===== src/rtl/wbuf_pkg.sv =====
package wbuf_pkg;
  typedef enum logic [1:0] {RD_IDLE = 2'd0, RD_PEND = 2'd1, RD_WAIT = 2'd2} rd_state_e;

  // read may go to memory now
  function automatic logic may_issue(input logic drain_first, input logic buf_empty,
                                     input logic hit);
    return drain_first ? buf_empty : !hit;
  endfunction

  // read may be answered from the queue
  function automatic logic may_forward(input logic fwd_en, input logic drain_first,
                                       input logic hit);
    return fwd_en && !drain_first && hit;
  endfunction
endpackage


===== src/rtl/wbuf_store.sv =====
module wbuf_store #(
  parameter int AW    = 16,
  parameter int DW    = 32,
  parameter int DEPTH = 4
) (
  input  logic                         clk,
  input  logic                         rst_n,
  input  logic                         push,
  input  logic [AW-1:0]                push_addr,
  input  logic [DW-1:0]                push_data,
  input  logic                         pop,
  input  logic [AW-1:0]                lk_addr,
  output logic                         full,
  output logic                         empty,
  output logic [$clog2(DEPTH):0]       cnt,
  output logic [AW-1:0]                head_addr,
  output logic [DW-1:0]                head_data,
  output logic                         lk_hit,
  output logic [DW-1:0]                lk_data,
  output logic                         merge
);
  localparam int PW = $clog2(DEPTH);
  localparam int CW = PW + 1;

  logic [AW-1:0] a_q [DEPTH];
  logic [DW-1:0] d_q [DEPTH];
  logic [PW-1:0] head_q;
  logic [CW-1:0] cnt_q;
  logic [PW-1:0] m_idx, l_idx, tail;
  logic          m_any, append;

  // oldest to youngest: the last match found is the youngest
  always_comb begin
    m_any  = 1'b0;
    m_idx  = head_q;
    lk_hit = 1'b0;
    l_idx  = head_q;
    for (int i = 0; i < DEPTH; i++) begin
      if (CW'(i) < cnt_q) begin
        if (a_q[head_q + PW'(i)] == push_addr) begin
          m_any = 1'b1;
          m_idx = head_q + PW'(i);
        end
        if (a_q[head_q + PW'(i)] == lk_addr) begin
          lk_hit = 1'b1;
          l_idx  = head_q + PW'(i);
        end
      end
    end
  end

  assign merge     = push && m_any && !(pop && (m_idx == head_q));
  assign append    = push && !merge;
  assign tail      = head_q + cnt_q[PW-1:0];
  assign full      = (cnt_q == CW'(DEPTH));
  assign empty     = (cnt_q == '0);
  assign cnt       = cnt_q;
  assign head_addr = a_q[head_q];
  assign head_data = d_q[head_q];
  assign lk_data   = d_q[l_idx];

  always_ff @(posedge clk) begin
    if (merge) d_q[m_idx] <= push_data;
    if (append) begin
      a_q[tail] <= push_addr;
      d_q[tail] <= push_data;
    end
  end

  always_ff @(posedge clk) begin
    if (!rst_n) begin
      head_q <= '0;
      cnt_q  <= '0;
    end else begin
      if (pop) head_q <= head_q + PW'(1);
      if (append && !pop)      cnt_q <= cnt_q + CW'(1);
      else if (!append && pop) cnt_q <= cnt_q - CW'(1);
    end
  end
endmodule


===== src/rtl/wbuf_rdctl.sv =====
module wbuf_rdctl
  import wbuf_pkg::*;
#(
  parameter int AW         = 16,
  parameter int DW         = 32,
  parameter bit FWD_EN     = 1'b1,
  parameter bit WAIT_EMPTY = 1'b0
) (
  input  logic          clk,
  input  logic          rst_n,
  input  logic          ld_valid,
  input  logic [AW-1:0] ld_addr,
  input  logic          buf_empty,
  input  logic          lk_hit,
  input  logic [DW-1:0] lk_data,
  input  logic          mem_gnt,
  input  logic          mem_rvalid,
  input  logic [DW-1:0] mem_rdata,
  output logic          ld_ready,
  output logic          ld_done,
  output logic [DW-1:0] ld_data,
  output logic [AW-1:0] rd_addr,
  output logic          rd_req,
  output logic          rd_pend,
  output logic          rd_wait
);
  rd_state_e st_q;
  logic      fwd_now;

  assign ld_ready = (st_q == RD_IDLE);
  assign rd_pend  = (st_q == RD_PEND);
  assign rd_wait  = (st_q == RD_WAIT);
  assign fwd_now  = rd_pend && may_forward(FWD_EN, WAIT_EMPTY, lk_hit);
  assign rd_req   = rd_pend && !fwd_now && may_issue(WAIT_EMPTY, buf_empty, lk_hit);

  always_ff @(posedge clk) begin
    if (!rst_n) begin
      st_q    <= RD_IDLE;
      ld_done <= 1'b0;
      ld_data <= '0;
      rd_addr <= '0;
    end else begin
      ld_done <= 1'b0;
      case (st_q)
        RD_IDLE: if (ld_valid) begin
          rd_addr <= ld_addr;
          st_q    <= RD_PEND;
        end
        RD_PEND: begin
          if (fwd_now) begin
            ld_done <= 1'b1;
            ld_data <= lk_data;
            st_q    <= RD_IDLE;
          end else if (rd_req && mem_gnt) begin
            st_q <= RD_WAIT;
          end
        end
        RD_WAIT: if (mem_rvalid) begin
          ld_done <= 1'b1;
          ld_data <= mem_rdata;
          st_q    <= RD_IDLE;
        end
        default: st_q <= RD_IDLE;
      endcase
    end
  end
endmodule


===== src/rtl/wbuf_bypass.sv =====
module wbuf_bypass
  import wbuf_pkg::*;
#(
  parameter int AW         = 16,
  parameter int DW         = 32,
  parameter int DEPTH      = 4,
  parameter bit FWD_EN     = 1'b1,
  parameter bit WAIT_EMPTY = 1'b0
) (
  input  logic          clk,
  input  logic          rst_n,
  input  logic          st_valid,
  output logic          st_ready,
  input  logic [AW-1:0] st_addr,
  input  logic [DW-1:0] st_data,
  input  logic          ld_valid,
  output logic          ld_ready,
  input  logic [AW-1:0] ld_addr,
  output logic          ld_done,
  output logic [DW-1:0] ld_data,
  output logic          mem_req,
  input  logic          mem_gnt,
  output logic          mem_we,
  output logic [AW-1:0] mem_addr,
  output logic [DW-1:0] mem_wdata,
  input  logic          mem_rvalid,
  input  logic [DW-1:0] mem_rdata
);
  localparam int CW = $clog2(DEPTH) + 1;

  logic          buf_full, buf_empty, lk_hit, st_push, st_merge;
  logic          wr_issue, wr_pop, rd_req, rd_pend, rd_wait;
  logic [AW-1:0] head_addr, rd_addr;
  logic [DW-1:0] head_data, lk_data;
  logic [CW-1:0] buf_cnt;

  assign st_ready  = !buf_full && !rd_pend;
  assign st_push   = st_valid && st_ready;
  assign wr_issue  = !rd_req && !rd_wait && !buf_empty;
  assign wr_pop    = wr_issue && mem_gnt;
  assign mem_req   = rd_req || wr_issue;
  assign mem_we    = wr_issue;
  assign mem_addr  = rd_req ? rd_addr : head_addr;
  assign mem_wdata = head_data;

  wbuf_store #(.AW(AW), .DW(DW), .DEPTH(DEPTH)) store_i (
    .clk(clk), .rst_n(rst_n),
    .push(st_push), .push_addr(st_addr), .push_data(st_data),
    .pop(wr_pop), .lk_addr(rd_addr),
    .full(buf_full), .empty(buf_empty), .cnt(buf_cnt),
    .head_addr(head_addr), .head_data(head_data),
    .lk_hit(lk_hit), .lk_data(lk_data), .merge(st_merge)
  );

  wbuf_rdctl #(.AW(AW), .DW(DW), .FWD_EN(FWD_EN), .WAIT_EMPTY(WAIT_EMPTY)) rdctl_i (
    .clk(clk), .rst_n(rst_n),
    .ld_valid(ld_valid), .ld_addr(ld_addr),
    .buf_empty(buf_empty), .lk_hit(lk_hit), .lk_data(lk_data),
    .mem_gnt(mem_gnt), .mem_rvalid(mem_rvalid), .mem_rdata(mem_rdata),
    .ld_ready(ld_ready), .ld_done(ld_done), .ld_data(ld_data),
    .rd_addr(rd_addr), .rd_req(rd_req), .rd_pend(rd_pend), .rd_wait(rd_wait)
  );
endmodule


===== config.mk =====
export PLATFORM = sky130hd
export DESIGN_NAME = wbuf_bypass
export DESIGN_NICKNAME = d
export VERILOG_FILES = /design/src/rtl/wbuf_pkg.sv /design/src/rtl/wbuf_store.sv /design/src/rtl/wbuf_rdctl.sv /design/src/rtl/wbuf_bypass.sv
export SDC_FILE = /design/constraint.sdc
export NUM_CORES = 1
export LEC_CHECK = 0
export BUFFER_PORTS_ARGS = -buffer_cell sky130_fd_sc_hd__buf_2
export CAP_MARGIN = 25
export CORE_MARGIN = 5
export CORE_UTILIZATION = 40
export CTS_CLUSTER_DIAMETER = 30
export DETAILED_ROUTE_END_ITERATION = 8
export PLACE_DENSITY = 0.69
export SLEW_MARGIN = 40
export SYNTH_ARGS = -nofsm -noshare
export SYNTH_HDL_FRONTEND = slang
export SYNTH_SLANG_ARGS = --single-unit

===== constraint.sdc =====
create_clock -name clk -period 5.5 [get_ports clk]
set_input_delay 0.275 -clock clk [delete_from_list [all_inputs] [get_ports clk]]
set_output_delay 0.275 -clock clk [all_outputs]
set_load 0.02 [all_outputs]

==> flow_summary_export.csv <==
group,metric,value,unit
grt,grt_pass1_vias,15100,
cts,cts_resized,0,
power,p_leak,0.00752,uW
synthesis,netlist_top_cells_area,"edfxtp_1, mux4_2, dfxtp_1",
worst_setup_path,slowest_stage,"dfxtp_4",
timing,fin_ws,0.622,ns
placement,dp_slack,0.943,ns
grt,grt_overflow,0,
hold_path,min_delay_path_depth,1,
synthesis,yosys.area.top_type,"edfxtp_1",
timing,post-route-period-util,88.7,%
worst_setup_path,critPathMaxStageDelay,0.80,ns
timing,hold_slack,0.0417,ns
worst_setup_path,worstSetupEndpointType,"output pin",
placement,port_buffers,186,
layout,areaGrowthSynthToFinish,24.2,%
floorplanning,die_y,218,um
worst_setup_path,crit_buf_inv,3,
cts,insertion_delay,0.59,ns
layout,diodes,0,
floorplanning,row_count,76,
hold_path,hold_start,"st_addr[0]",
timing,grt_setup_unrepaired,"false",
grt,grt_use_total,23.9,%
power,powerDensity,498,nW/um2
timing,finalClockSkew,0.0243,ns
worst_setup_path,crit_arrival,4.60,ns
cts,clk_path_buf_depth,3,
synthesis,synth_edf_count,192,
worst_setup_path,path_max_fanout,45,
layout,drive_above_1_share,28.7,%
drt,wl_per_cell,23.6,um
drt,drc,0,
layout,instances_no_fill,2465,
placement,dp_cells,2292,
synthesis,synth-seq-cells,250,
cts,cts_tree,"yes",
worst_setup_path,path_delay_family,"multiplexers",
synthesis,syn_nets,1737,
synthesis,ys_warn_count,0,
worst_setup_path,critical_path_class,"reg2out",
placement,place.gp.congestion,1.03,
drt,viasPerCell,6.08,
timing,fin_setup_tns,0,ns
floorplanning,start_util,40.4,%
floorplanning,dieArea,47700,um2
synthesis,synth_area_per_cell,10.7,um2
hold_path,worstHoldEndpoint,"store_i.a_q[2][0]$_DFFE_PP_",
drt,dr.pass1.iters,5,
worst_setup_path,worst_setup_path_start_kind,"flop",
timing,tightest_slew,0.811,ns
worst_setup_path,r2r-start,"store_i.head_q[1]$_SDFFE_PN0P_",
timing,finalSetupViolCount,0,
synthesis,synth.most_common_cell,"nand2_1",
power,vdd_drop_max,0.000298,V
cts,numCtsBuffers,66,
synthesis,ys_seq_area_share,39.9,%
timing,fin_crit,4.88,ns
cts,cts.htree.levels,3,
timing,final-hold-violation-count,0,
worst_setup_path,r2r_end,"rdctl_i.ld_data[9]$_SDFFE_PN0P_",
run,cap_violations,0,
synthesis,async_reset_ff_share,0,%
synthesis,synthFlopType,"edfxtp_1",
synthesis,synth_cells,1626,
floorplanning,io_pins,187,
worst_setup_path,crit_chain,"mux4_2 > xnor2_1 > nand4_1 > a2111oi_4 > nand4_4 > buf_4 > nand4_1 > buf_4 > mux2_2 > buf_2",
worst_setup_path,reg2regPathDepth,11,
timing,slew_headroom,45.9,%
timing,fmax,205,MHz
cts,root_buffer,"clkbuf_16",
layout,nNetsFinal,1938,
floorplanning,die_x,218,um
worst_setup_path,worst_ep_required_time,5.22,ns
synthesis,synth_top_area_share,33.2,%
drt,ant_nets,0,
floorplanning,core_area,43000,um2
timing,finalMaxSlewViolations,0,
hold_path,hp-class,"in2reg",
synthesis,synthesis.area,17400,um2
cts,cts.clk_slew.worst_paths,0.04,ns
worst_setup_path,r2r_slack,0.91,ns
outcome,status,"finished clean",
grt,antenna_found_initial,1,
drt,drt_wl_total,58200,um
layout,fillers,3787,
grt,grt_start_max_net_pins,131,
drt,drt_iter0_drc,1573,
placement,hpwlAfterDp,36900,um
drt,vias,15000,
grt,grt_first_pass_wirelength,88600,um
cts,clock-sinks,250,
synthesis,synthDistinctLibCells,67,
synthesis,synth_common_cells,"nand2_1, edfxtp_1, nor2_1",
power by group:
group	internal [uW]	switching, uW
clock	2600	1220
combinational	1630	2300
sequential	2530	463
through the flow:
stage               total power, uW  util (%)  instance area (um2)
finish                        10700      50.2                21600
global route                  11200      50.2                21600
CTS                           10800      50.2                21600
detailed placement             6850      43.8                18800
global placement               6780      43.7                18800
floorplan                      5620         -                17400
kinds of logic (layout without fill, tap and decap cells):
family | Yosys count | after routing | synth area share [%]
flops | 250 | 250 | 39.9
xor+xnor | 132 | 132 | 6.74
mux | 156 | 156 | 16.3
fa+ha+maj | 9 | 9 | 0.648
buf+inv | 158 | 412 | 4.11
compound gates | 258 | 258 | 13.8
simple gates | 663 | 663 | 18.6
worst register-to-register path, cell delays in order (launching register included):
cell and delay [ns]:
dfxtp_4 0.80, buf_4 0.33, mux4_2 0.57, xnor2_1 0.35
nand4_1 0.12, or2_1 0.27, nor2_2 0.58, o21ai_0 0.24
nand3_2 0.34, buf_12 0.27, mux2_2 0.39, a31o_1 0.22
layout by cell type, fill, tap and decap left out, types with 33 or more instances in the layout:
cell type and instances:
nand2_1 247, edfxtp_1 192, buf_2 186, nor2_1 111
xnor2_1 103, and2_1 99, mux4_2 96, clkbuf_16 66
nand4_1 59, dfxtp_1 54, dlygate4sd3_1 52, mux2_2 46
nor3_1 38, nor2b_1 33, a31o_1 33, nand2b_1 33
a221oi_1 33
worst max-delay path by stage:
stage                                   startpoint                               to  slack [ns]  cells after the start
global route        store_i.head_q[1]$_SDFFE_PN0P_                     mem_addr[15]        0.47                     10
global placement    store_i.head_q[1]$_SDFFE_PN0P_  rdctl_i.ld_data[9]$_SDFFE_PN0P_        1.04                     11
finish              store_i.head_q[1]$_SDFFE_PN0P_                     mem_addr[15]        0.62                     10
floorplan           store_i.head_q[0]$_SDFFE_PN0P_      store_i.d_q[0][0]$_DFFE_PP_        0.57                     11
CTS                 store_i.head_q[1]$_SDFFE_PN0P_                     mem_addr[15]        0.66                     10
detailed placement  store_i.head_q[1]$_SDFFE_PN0P_  rdctl_i.ld_data[9]$_SDFFE_PN0P_        0.94                     11
state kept, by name (all words and copies together) (netlist names), named ones only:
register and count:
store_i.d_q 128, store_i.cnt 3, store_i.head_q 2, rdctl_i.st_q 2, store_i.a_q 64, rdctl_i.rd_addr 16, rdctl_i.ld_done 1, rdctl_i.ld_data 32
repair_timing:
action | 4_1_cts | 5_1_grt
hold buffers | 52 | 0
endpoints found under the hold margin | 158 | 0
buffers inserted | 0 | 0
cell type report:
cell class	count	area [um2]	area share, %
clock inverter	43	499	2.31
sequential	250	6940	32.2
multi-input combinational	1218	9830	45.6
clock buffer	78	1740	8.05
timing repair buffer	274	1760	8.17
inverter	17	63.8	0.296
tap	585	732	3.39
layer usage:
layer | wire length [um] | track usage (%) | part of all wire [%] | vias to the layer above
met3 | 5290 | 5.49 | 9.1 | 149
met1 | 24000 | 32.2 | 41 | 7449
met2 | 26800 | 37.2 | 46 | 835
li1 | - | - | - | 6556
met4 | 2030 | 9.84 | 3.5 | 2
met5 | 7 | 0 | 0.012 | -
No activity file was read; power rests on OpenSTA's default activity.
